--- config.mk ---
export PLATFORM = sky130hd
export DESIGN_NAME = npc_unit
export DESIGN_NICKNAME = d
export VERILOG_FILES = /design/src/rtl/npc_pkg.sv /design/src/rtl/npc_decode.sv /design/src/rtl/npc_target.sv /design/src/rtl/npc_trap_seq.sv /design/src/rtl/npc_unit.sv
export SDC_FILE = /design/constraint.sdc
export NUM_CORES = 1
export LEC_CHECK = 0
export ABC_AREA = 1
export BUFFER_PORTS_ARGS = -buffer_cell sky130_fd_sc_hd__buf_2
export CORE_ASPECT_RATIO = 2
export CORE_MARGIN = 8
export CORE_UTILIZATION = 50
export DETAILED_ROUTE_END_ITERATION = 10
export PLACE_DENSITY = 0.83
export SLEW_MARGIN = 20
export SYNTH_ARGS = -nofsm -noshare
export SYNTH_HDL_FRONTEND = slang
export SYNTH_SLANG_ARGS = --single-unit
--- constraint.sdc ---
create_clock -name clk -period 2.98 [get_ports clk]
set_input_delay 0.298 -clock clk [delete_from_list [all_inputs] [get_ports clk]]
set_output_delay 0.298 -clock clk [all_outputs]
set_load 0.01 [all_outputs]
--- src/rtl/npc_pkg.sv ---
// Package npc_pkg
// Shared constants and types for the next-PC unit. Assumes a 16-bit
// instruction word with the opcode in its top four bits.
package npc_pkg;

    localparam int IW = 16;          // instruction width
    localparam int OPC_LSB = 12;     // opcode field low bit
    localparam int COND_LSB = 9;     // condition-select field low bit (p,z,n upward)
    localparam int NUM_FLAGS = 3;

    localparam logic [3:0] OPC_BRANCH = 4'b0000;
    localparam logic [3:0] OPC_CALL   = 4'b0100;
    localparam logic [3:0] OPC_JUMP   = 4'b1100;
    localparam logic [3:0] OPC_TRAP   = 4'b1111;

    // Source chosen by the next-PC selector
    typedef enum logic [1:0] {
        SRC_INC = 2'd0,
        SRC_ADD = 2'd1,
        SRC_VEC = 2'd2
    } pc_src_e;

    // Decoded control for one instruction
    typedef struct packed {
        logic redirect;   // PC takes the target adder output
        logic use_base;   // adder uses the base register with zero offset
        logic long_off;   // adder uses the long (call) offset
        logic link;       // write return address to R7
        logic trap;       // start the vector-table read
    } npc_ctl_t;

endpackage

--- src/rtl/npc_decode.sv ---
// Module npc_decode
// Classifies the upper bits of the instruction and resolves conditional
// branches by masking the select bits against the flags. Purely
// combinational; assumes flags[2]=negative, flags[1]=zero, flags[0]=positive,
// lined up with select bits 11, 10, 9.
module npc_decode
    import npc_pkg::*;
(
    input  logic [IW-1:COND_LSB]  instr_hi,
    input  logic [NUM_FLAGS-1:0]  flags,
    output npc_ctl_t              ctl
);

    logic [3:0]           opcode;
    logic [NUM_FLAGS-1:0] cond_hit;
    logic                 cond_taken;

    assign opcode = instr_hi[IW-1:OPC_LSB];

    // one AND per flag: a select bit only counts when its flag is set
    genvar gi;
    generate
        for (gi = 0; gi < NUM_FLAGS; gi++) begin : g_cond
            assign cond_hit[gi] = instr_hi[COND_LSB+gi] & flags[gi];
        end
    endgenerate

    assign cond_taken = |cond_hit;

    // Purpose: map opcode (and branch outcome) onto control bits
    always_comb begin
        ctl = '0;
        case (opcode)
            OPC_BRANCH: begin
                ctl.redirect = cond_taken;
            end
            OPC_JUMP: begin
                ctl.redirect = 1'b1;
                ctl.use_base = 1'b1;
            end
            OPC_CALL: begin
                ctl.redirect = 1'b1;
                ctl.link     = 1'b1;
                ctl.long_off = instr_hi[11];
                ctl.use_base = ~instr_hi[11];
            end
            OPC_TRAP: begin
                ctl.trap = 1'b1;
                ctl.link = 1'b1;
            end
            default: ctl = '0;
        endcase
    end

endmodule

--- src/rtl/npc_target.sv ---
// Module npc_target
// The single target adder. Adds either the short or long sign-extended
// offset to the incremented PC, or adds zero to the base register value.
// Assumes XLEN is larger than LONG_OFF, and that the result wraps.
module npc_target #(
    parameter int XLEN      = 16,
    parameter int SHORT_OFF = 9,
    parameter int LONG_OFF  = 11
) (
    input  logic [XLEN-1:0]     pc_inc,
    input  logic [XLEN-1:0]     base_val,
    input  logic [LONG_OFF-1:0] off_field,
    input  logic                use_base,
    input  logic                long_off,
    output logic [XLEN-1:0]     target
);

    localparam int SHORT_PAD = XLEN - SHORT_OFF;
    localparam int LONG_PAD  = XLEN - LONG_OFF;

    logic [XLEN-1:0] sext_short;
    logic [XLEN-1:0] sext_long;
    logic [XLEN-1:0] add_a;
    logic [XLEN-1:0] add_b;

    assign sext_short = {{SHORT_PAD{off_field[SHORT_OFF-1]}}, off_field[SHORT_OFF-1:0]};
    assign sext_long  = {{LONG_PAD{off_field[LONG_OFF-1]}}, off_field};

    // Purpose: choose adder operands for the current control form
    always_comb begin
        if (use_base) begin
            add_a = base_val;
            add_b = '0;
        end else begin
            add_a = pc_inc;
            add_b = long_off ? sext_long : sext_short;
        end
    end

    assign target = add_a + add_b;

endmodule

--- src/rtl/npc_trap_seq.sv ---
// Module npc_trap_seq
// Two-state sequencer for the trap path. A start pulse moves it into the
// waiting state; the first valid read word produces a one-cycle load and
// returns it to idle. Assumes start is only raised while idle.
module npc_trap_seq (
    input  logic clk,
    input  logic rst_n,
    input  logic start,
    input  logic rvalid,
    output logic waiting,
    output logic load
);

    typedef enum logic {ST_IDLE = 1'b0, ST_WAIT = 1'b1} trap_st_e;

    trap_st_e state_q;

    assign waiting = (state_q == ST_WAIT);
    assign load    = waiting & rvalid;

    // Purpose: track whether a vector word is outstanding
    always_ff @(posedge clk) begin
        if (!rst_n) begin
            state_q <= ST_IDLE;
        end else begin
            case (state_q)
                ST_IDLE: if (start) state_q <= ST_WAIT;
                ST_WAIT: if (rvalid) state_q <= ST_IDLE;
                default: state_q <= ST_IDLE;
            endcase
        end
    end

    // a request always leads into the waiting state
    a_r7_enter_wait: assert property (@(posedge clk) disable iff (!rst_n)
        start |=> waiting);

    // valid data ends the wait at the next edge
    a_r8_leave_wait: assert property (@(posedge clk) disable iff (!rst_n)
        (waiting && rvalid) |=> !waiting);

    // without valid data the wait persists
    a_r8_keep_wait: assert property (@(posedge clk) disable iff (!rst_n)
        (waiting && !rvalid) |=> waiting);

endmodule

--- src/rtl/npc_unit.sv ---
// Module npc_unit
// Program counter register and next-PC selection. Each step commits one
// instruction; a three-way selector picks incremented PC, target adder
// output or vector-table word. Assumes base_val already holds the register
// named by instr[8:6] and that the vector memory answers with vec_rvalid.
module npc_unit
    import npc_pkg::*;
#(
    parameter int          XLEN      = 16,
    parameter int          SHORT_OFF = 9,
    parameter int          LONG_OFF  = 11,
    parameter int          VEC_W     = 8,
    parameter logic [15:0] RESET_PC  = 16'h3000
) (
    input  logic            clk,
    input  logic            rst_n,
    input  logic            step,
    input  logic [IW-1:0]   instr,
    input  logic            flag_n,
    input  logic            flag_z,
    input  logic            flag_p,
    input  logic [XLEN-1:0] base_val,
    input  logic [XLEN-1:0] vec_rdata,
    input  logic            vec_rvalid,
    output logic [XLEN-1:0] pc,
    output logic            vec_req,
    output logic [XLEN-1:0] vec_raddr,
    output logic            trap_wait,
    output logic            link_we,
    output logic [XLEN-1:0] link_data
);

    localparam int VEC_PAD = XLEN - VEC_W;

    logic [XLEN-1:0] pc_q;
    logic [XLEN-1:0] pc_inc;
    logic [XLEN-1:0] pc_d;
    logic [XLEN-1:0] target;
    logic            pc_en;
    logic            accept;
    logic            vec_load;
    npc_ctl_t        ctl;
    pc_src_e         pc_src;

    assign pc_inc = pc_q + 1'b1;
    assign accept = step & ~trap_wait;

    npc_decode u_decode (
        .instr_hi (instr[IW-1:COND_LSB]),
        .flags    ({flag_n, flag_z, flag_p}),
        .ctl      (ctl)
    );

    npc_target #(
        .XLEN      (XLEN),
        .SHORT_OFF (SHORT_OFF),
        .LONG_OFF  (LONG_OFF)
    ) u_target (
        .pc_inc    (pc_inc),
        .base_val  (base_val),
        .off_field (instr[LONG_OFF-1:0]),
        .use_base  (ctl.use_base),
        .long_off  (ctl.long_off),
        .target    (target)
    );

    npc_trap_seq u_trap (
        .clk     (clk),
        .rst_n   (rst_n),
        .start   (vec_req),
        .rvalid  (vec_rvalid),
        .waiting (trap_wait),
        .load    (vec_load)
    );

    // Purpose: choose the PC source and whether the PC updates this cycle
    always_comb begin
        pc_src = SRC_INC;
        pc_en  = 1'b0;
        if (vec_load) begin
            pc_src = SRC_VEC;
            pc_en  = 1'b1;
        end else if (accept && !ctl.trap) begin
            pc_src = ctl.redirect ? SRC_ADD : SRC_INC;
            pc_en  = 1'b1;
        end
    end

    // Purpose: three-way next-PC selector
    always_comb begin
        case (pc_src)
            SRC_ADD: pc_d = target;
            SRC_VEC: pc_d = vec_rdata;
            default: pc_d = pc_inc;
        endcase
    end

    // Purpose: program counter register
    always_ff @(posedge clk) begin
        if (!rst_n) begin
            pc_q <= RESET_PC[XLEN-1:0];
        end else if (pc_en) begin
            pc_q <= pc_d;
        end
    end

    assign pc        = pc_q;
    assign vec_req   = accept & ctl.trap;
    assign vec_raddr = {{VEC_PAD{1'b0}}, instr[VEC_W-1:0]};
    assign link_we   = accept & ctl.link;
    assign link_data = pc_inc;

    // the cycle after reset shows the reset PC and no pending trap
    a_r1_reset_state: assert property (@(posedge clk)
        !rst_n |=> (pc == RESET_PC[XLEN-1:0]) && !trap_wait);

    // an idle cycle leaves the PC alone
    a_r2_idle_hold: assert property (@(posedge clk) disable iff (!rst_n)
        (!step && !trap_wait) |=> $stable(pc));

    // non-control opcodes advance by one
    a_r3_sequential: assert property (@(posedge clk) disable iff (!rst_n)
        (step && !trap_wait && instr[15:12] != OPC_BRANCH && instr[15:12] != OPC_CALL
         && instr[15:12] != OPC_JUMP && instr[15:12] != OPC_TRAP)
        |=> pc == $past(pc) + 1'b1);

    // an empty select mask never redirects
    a_r4_empty_mask: assert property (@(posedge clk) disable iff (!rst_n)
        (step && !trap_wait && instr[15:12] == OPC_BRANCH && instr[11:9] == 3'b000)
        |=> pc == $past(pc) + 1'b1);

    // a jump lands on the base register value
    a_r5_jump: assert property (@(posedge clk) disable iff (!rst_n)
        (step && !trap_wait && instr[15:12] == OPC_JUMP) |=> pc == $past(base_val));

    // the return address is the incremented PC
    a_r6_link_value: assert property (@(posedge clk) disable iff (!rst_n)
        link_we |-> link_data == pc + 1'b1);

    // a trap commit does not move the PC
    a_r7_trap_hold: assert property (@(posedge clk) disable iff (!rst_n)
        vec_req |=> $stable(pc));

    // steps during the wait are ignored and the PC holds until data
    a_r8_quiet_wait: assert property (@(posedge clk) disable iff (!rst_n)
        trap_wait |-> !link_we && !vec_req);

    a_r8_wait_hold: assert property (@(posedge clk) disable iff (!rst_n)
        (trap_wait && !vec_rvalid) |=> $stable(pc));

    a_r8_vec_load: assert property (@(posedge clk) disable iff (!rst_n)
        (trap_wait && vec_rvalid) |=> pc == $past(vec_rdata));

endmodule

## Yosys cells after proc, flatten, opt, wreduce, memory -nomap -nowiden

Index checks and enable logic that the tools add are counted.

| word-level totals | value |
|---|---|
| register bits after elaboration | 17 |
| latch bits | 0 |
| RAM bits | 0 |
| bits in read-only memories | 0 |
| input bits | 55 |
| word-level logic and storage cells | 41 |
| memories | 0 |

| cells by class | value |
|---|---|
| $add $sub $neg | 2 |
| $mul | 0 |
| div/mod/pow operators | 0 |
| magnitude comparators | 0 |
| equality and inequality tests | 5 |
| shift operators | 0 |
| muxes and demuxes | 17 |
| bitwise gates (word level) | 9 |
| reductions and logical operators | 6 |

Operators with widths:

| cell | number |
|---|---|
| $mux 16 | 3 |
| $pmux 16 s2 | 1 |
| $add 16x1->16 const B | 1 |
| $add 16x16->16 | 1 |
| $mux 1 | 9 |
| $eq 4x4->1 const B | 2 |
| $and 1x1->1 | 7 |
| $pmux 1 s2 | 3 |
| $eq 4x3->1 const B | 1 |
| $logic_not 4->1 | 1 |
| $reduce_or 2->1 | 2 |
| $reduce_or 3->1 | 1 |
| $eq 2x1->1 const B | 1 |
| $eq 2x2->1 const B | 1 |
| $mux 2 | 1 |
| $not 1->1 | 2 |
| $logic_and 1x1->1 | 1 |
| $logic_not 1->1 | 1 |

## Depth between registers and ports, before layout

| depth | value |
|---|---|
| depth in word-level cells | 8 |
| depth in mapped cells | 22 |
| mapped depth without buffers | 21 |

## Modules after synthesis

From an unflattened synthesis, not the netlist that was laid out.

| unflattened totals | value |
|---|---|
| cells, all modules | 490 |
| area, all modules | 2727.6 µm² |

By module, submodules not included:

| module | instances | cells an instance | area an instance (µm²) | sequential area each (µm²) |
|---|---|---|---|---|
| npc_unit | 1 | 237 | 1405.1 | 320.3 |
| npc_target | 1 | 226 | 1188.6 | 0.0 |
| npc_decode | 1 | 21 | 92.6 | 0.0 |
| npc_trap_seq | 1 | 6 | 41.3 | 20.0 |

## Worst setup path before layout

No wires, ideal clock.

| timing | value |
|---|---|
| path type | in2reg |
| from | input port instr[12] |
| to | register pc_q[8] (netlist: pc[8]) |
| library setup time | 0.117 ns |
| arrival | 2.526 ns |
| required time | 2.863 ns |
| slack | 0.337 ns |
| stages on the path | 19 |
| path buffers | 1 |
| path through | inv_1 nand4_2 inv_1 clkbuf_1 nand2_1 o21ai_0 ha_1 inv_1 fa_1 inv_1 nand3_1 nand2_1 nand2_1 nand2_1 o21ai_2 o21ai_0 a21oi_1 a21oi_1 nor2_1 |

| on the way | value |
|---|---|
| longest elaborated chain between the ends | 8 |
| elaborated cells between the ends (all ways) | 21 |
| classes of those cells | 1 x add/sub; 5 x eq/ne; 11 x mux; 4 x reduce/logical |

RTL lines:

| item | RTL line | RTL |
|---|---|---|
| from (decl) | npc_unit.sv:18 | `input logic [IW-1:0] instr,` |
| parallel branches: the longest is 8 deep, another holds $add 16x16->16 | -- |  |
| to (signal assigned) | npc_unit.sv:101 | `pc_q <= RESET_PC[XLEN-1:0];` |
| to (signal assigned) | npc_unit.sv:103 | `pc_q <= pc_d;` |
| to (decl) | npc_unit.sv:35 | `logic [XLEN-1:0] pc_q;` |

Parallel ways; which one is timed is not known.
A chain may end at the register's enable or synchronous reset.

## Worst setup path in the final report

| timing | value |
|---|---|
| from | register pc_q[1] (netlist: pc[1]) |
| to | register pc_q[11] (netlist: pc[11]) |

| on the way | value |
|---|---|
| longest elaborated chain between the ends | 4 |

RTL lines:

| item | RTL line | RTL |
|---|---|---|
| $add 16x1->16 (*) | npc_unit.sv:45 | `assign pc_inc = pc_q + 1'b1;` |
| $mux 16 | npc_target.sv:31 | `if (use_base) begin` |
| $add 16x16->16 | npc_target.sv:40 | `assign target = add_a + add_b;` |
| $pmux 16 s2 (*) | npc_unit.sv:91 | `case (pc_src)` |

Mark *: on every way between the ends. The rest lies on a longest branch, timed or not.

==> results.cfg <==
[worst_setup_path]
worstPathArrival_ps = 2980
reg2reg_to = pc[11]
crit_chain = ha_2 > nand3_1 > nor2_2 > xnor2_1 > o21ai_1 > ha_1 > inv_1 > o21bai_1 > a21oi_1 > nand2_1 > nand3_1 > nand2_1 > a21oi_1 > o21ai_0 > buf_4 > a21oi_1
r2r-start = pc[1]
crit_buf_inv = 2
path_depth = 16
cpMostUsedCell = a21oi_1
required_ps = 3170
r2r_setup_slack_ps = 180
cpLargestDelayFamily = compound AO/OA/AOI/OAI gates
crit_path_max_incr_delay_ps = 360
path_class = reg2reg
cp_slowest_cell = dfxtp_2
worstRegToRegCells = 16
crit_path_start_kind = flip-flop
crit_path_end_kind = flip-flop
critPathMaxFanout = 5

[timing]
drv_slew = 0
final.setup.tns_ps = 0
post-route-period-util_pct = 93.8
setup_slack_ps = 185
max_freq_ghz = 0.358
max_slew_margin_pct = 64.2
worstMarginPinSlew_ps = 537
finClkSkew_ps = 2.44
finalSetupViolations = 0
fin_crit_ps = 2800
final_hold_viol_count = 0

[floorplanning]
die-area_sq_um = 7830
coreArea_sq_um = 5050
ios = 106
die_w_um = 66.7
start_util_pct = 50.9
floorplan.rows = 37
die_y_um = 117

[grt]
grt_use_total_pct = 22.5
antenna_found_initial = 0
grt_overflow = 0
grt_pass1_wl_um = 14400
grt_max_degree = 24
grt_pass1_vias = 3210

[route]
vias_per_cell = 5.30
wire_per_inst_um = 15.0
detail-route-antenna-nets = 0
first_pass_iters = 4
drc_errors = 0
routed_wl_um = 8910
vias = 3156
drt_iter0_markers = 271

[power]
p_per_area_nw_per_um2 = 315
switching_share_pct = 44.0
seqPwrFrac_pct = 27.0
switching_power_w = 0.000439
irDropWorstVdd_uv = 313
pwr-share-clk_pct = 18.0
p_comb_share_pct = 55.0
cellInternalPower_w = 0.000560
p_leak_nw = 1.89
fin_total_pwr_w = 0.000999

[finish]
diodes = 0
regArea_sq_um = 347
instances_no_fill = 595
drive_gt1_share_pct = 27.6
nets = 610
fill_cells = 528
multi_input_area_sq_um = 1860
syn_to_final_growth_pct = 23.5
final_util_pct = 62.9

[logic_synthesis]
netlist_area_sq_um = 2570
ys_warn_count = 0
ys_types = 46
ys_ff_latch = 17
postSynthAreaPerCell_sq_um = 5.84
yosysSeqAreaShare_pct = 13.2
synthCells = 440

[clocking]
postCtsSetupBuffers = 0
root_buffer = clkbuf_8
htree_levels = 1
clkTransAtPathRegs_ps = 70
clk_latency_ps = 260
cts_tree = built
numClockSinks = 17
numCtsBuffers = 3
cts_buffer_depth = 2

[run]
max_cap_violations = 0

[worst_hold_path]
hold_path_end = pc[0]
hp-start = vec_rdata[0]
hp-class = in2reg
min_path_cells = 3

[place]
pre_cts_ws_ps = 34.3
globalplace.congestion = 0.941
dp_hpwl_um = 7510
port-buffer-count = 97
dp_cells = 591

[status]
outcome = finished, final reports clean
[kinds of logic (layout without fill, tap and decap cells)]
| logic type | after synthesis | in the layout | share of synthesized area, % |
|---|---|---|---|
| and+or+nand+nor | 201 | 201 | 34.9 |
| buffers and inverters | 95 | 185 | 16.4 |
| AOI/OAI and AO/OA | 94 | 94 | 21.3 |
| adders and majority gates | 17 | 17 | 8.57 |
| DFF | 17 | 17 | 13.2 |
| xor gates and xnor gates | 15 | 15 | 5.40 |
| other | 1 | 8 | 0.146 |
[worst max path at each step]
stage               from  slack, ps  endpoint
2_1_floorplan  instr[12]        340     pc[8]
3_3_place_gp       pc[1]        110    pc[13]
3_5_place_dp       pc[1]         30    pc[11]
4_1_cts            pc[1]         20    pc[11]
5_1_grt            pc[1]        -40    pc[11]
6_report           pc[1]        180    pc[11]
[state kept, by name (all words and copies together) (netlist names)]
register	cells
pc	16
u_trap.waiting	1
[through the flow]
stage | area [sq um] | hold WS, ps
2_1_floorplan | 2600 | 436
3_3_place_gp | 3090 | 559
3_5_place_dp | 3090 | 585
4_1_cts | 3140 | 322
5_1_grt | 3170 | 326
6_report | 3170 | 322
[cell usage in the layout, fill, tap and decap left out, types with 4 or more instances in the layout]
cell / n
ha_1: 14
o21ai_0: 32
o21ai_1: 4
buf_4: 12
xor2_1: 8
nand3_1: 29
o21bai_1: 4
nor2_2: 4
a21o_1: 4
buf_2: 97
nand2_1: 123
conb_1: 8
inv_1: 68
xnor2_1: 4
nand2_2: 4
dfxtp_2: 5
nor2_1: 22
dfxtp_1: 12
a21oi_1: 31
[cell usage after synthesis (all sizes together)]
library cell | n | area, sq um
nor4 | 1 | 6.26
o211ai | 1 | 7.51
nor3 | 3 | 26.3
a211oi | 2 | 20.0
nand3 | 32 | 175
xnor2 | 4 | 35.0
conb | 1 | 3.75
nand2 | 128 | 498
dfxtp | 17 | 340
a22oi | 1 | 7.51
o221ai | 3 | 26.3
a31oi | 2 | 12.5
nor2 | 28 | 125
o21bai | 4 | 30.0
xor2 | 11 | 104
nand4 | 3 | 25.0
clkinv | 2 | 7.51
o21a | 2 | 15.0
fa | 1 | 20.0
o21ai | 38 | 198
a21oi | 33 | 169
buf | 18 | 133
inv | 70 | 263
nand3b | 3 | 22.5
o22ai | 1 | 6.26
a221oi | 1 | 8.76
or2 | 3 | 18.8
a211o | 1 | 8.76
ha | 16 | 200
a21o | 4 | 30.0
clkbuf | 5 | 18.8
o2111ai | 1 | 8.76
[routing by layer]
layer | vias to the layer above | global-route usage, % | routed length (um)
li1 | 1599 | - | -
met3 | 30 | 4.29 | 708
met1 | 1392 | 24.0 | 3330
met2 | 135 | 39.1 | 4440
met4 | 0 | 11.6 | 443
met5 | - | 0 | 0
[worst reg2reg max path, stage by stage, from the launching register on]
cell	delay [ps]
dfxtp_2	360
ha_2	210
nand3_1	130
nor2_2	190
xnor2_1	200
o21ai_1	150
ha_1	350
inv_1	120
o21bai_1	100
a21oi_1	120
nand2_1	110
nand3_1	90
nand2_1	60
a21oi_1	110
o21ai_0	130
buf_4	160
a21oi_1	130
[cell type report]
type,instances,area share [%]
multi-input cells,335,58.7
repair buffers,109,18.1
flip-flops and latches,17,10.9
inverters,72,8.52
well taps,58,2.29
clock buffers,4,1.42
[repair_timing]
action	CTS	global route
setup endpoints to repair	0	6
hold buffers	0	0
gates resized for setup	0	14
[power by group through the flow]
stage	combinational, W	clock (W)	sequential, W
floorplan	0.000352	0	0.000280
global placement	0.000537	0	0.000272
detailed placement	0.000540	0	0.000273
CTS	0.000542	0.000182	0.000268
global route	0.000613	0.000193	0.000274
finish	0.000549	0.000180	0.000270
Power figures use the tool's default switching activity.
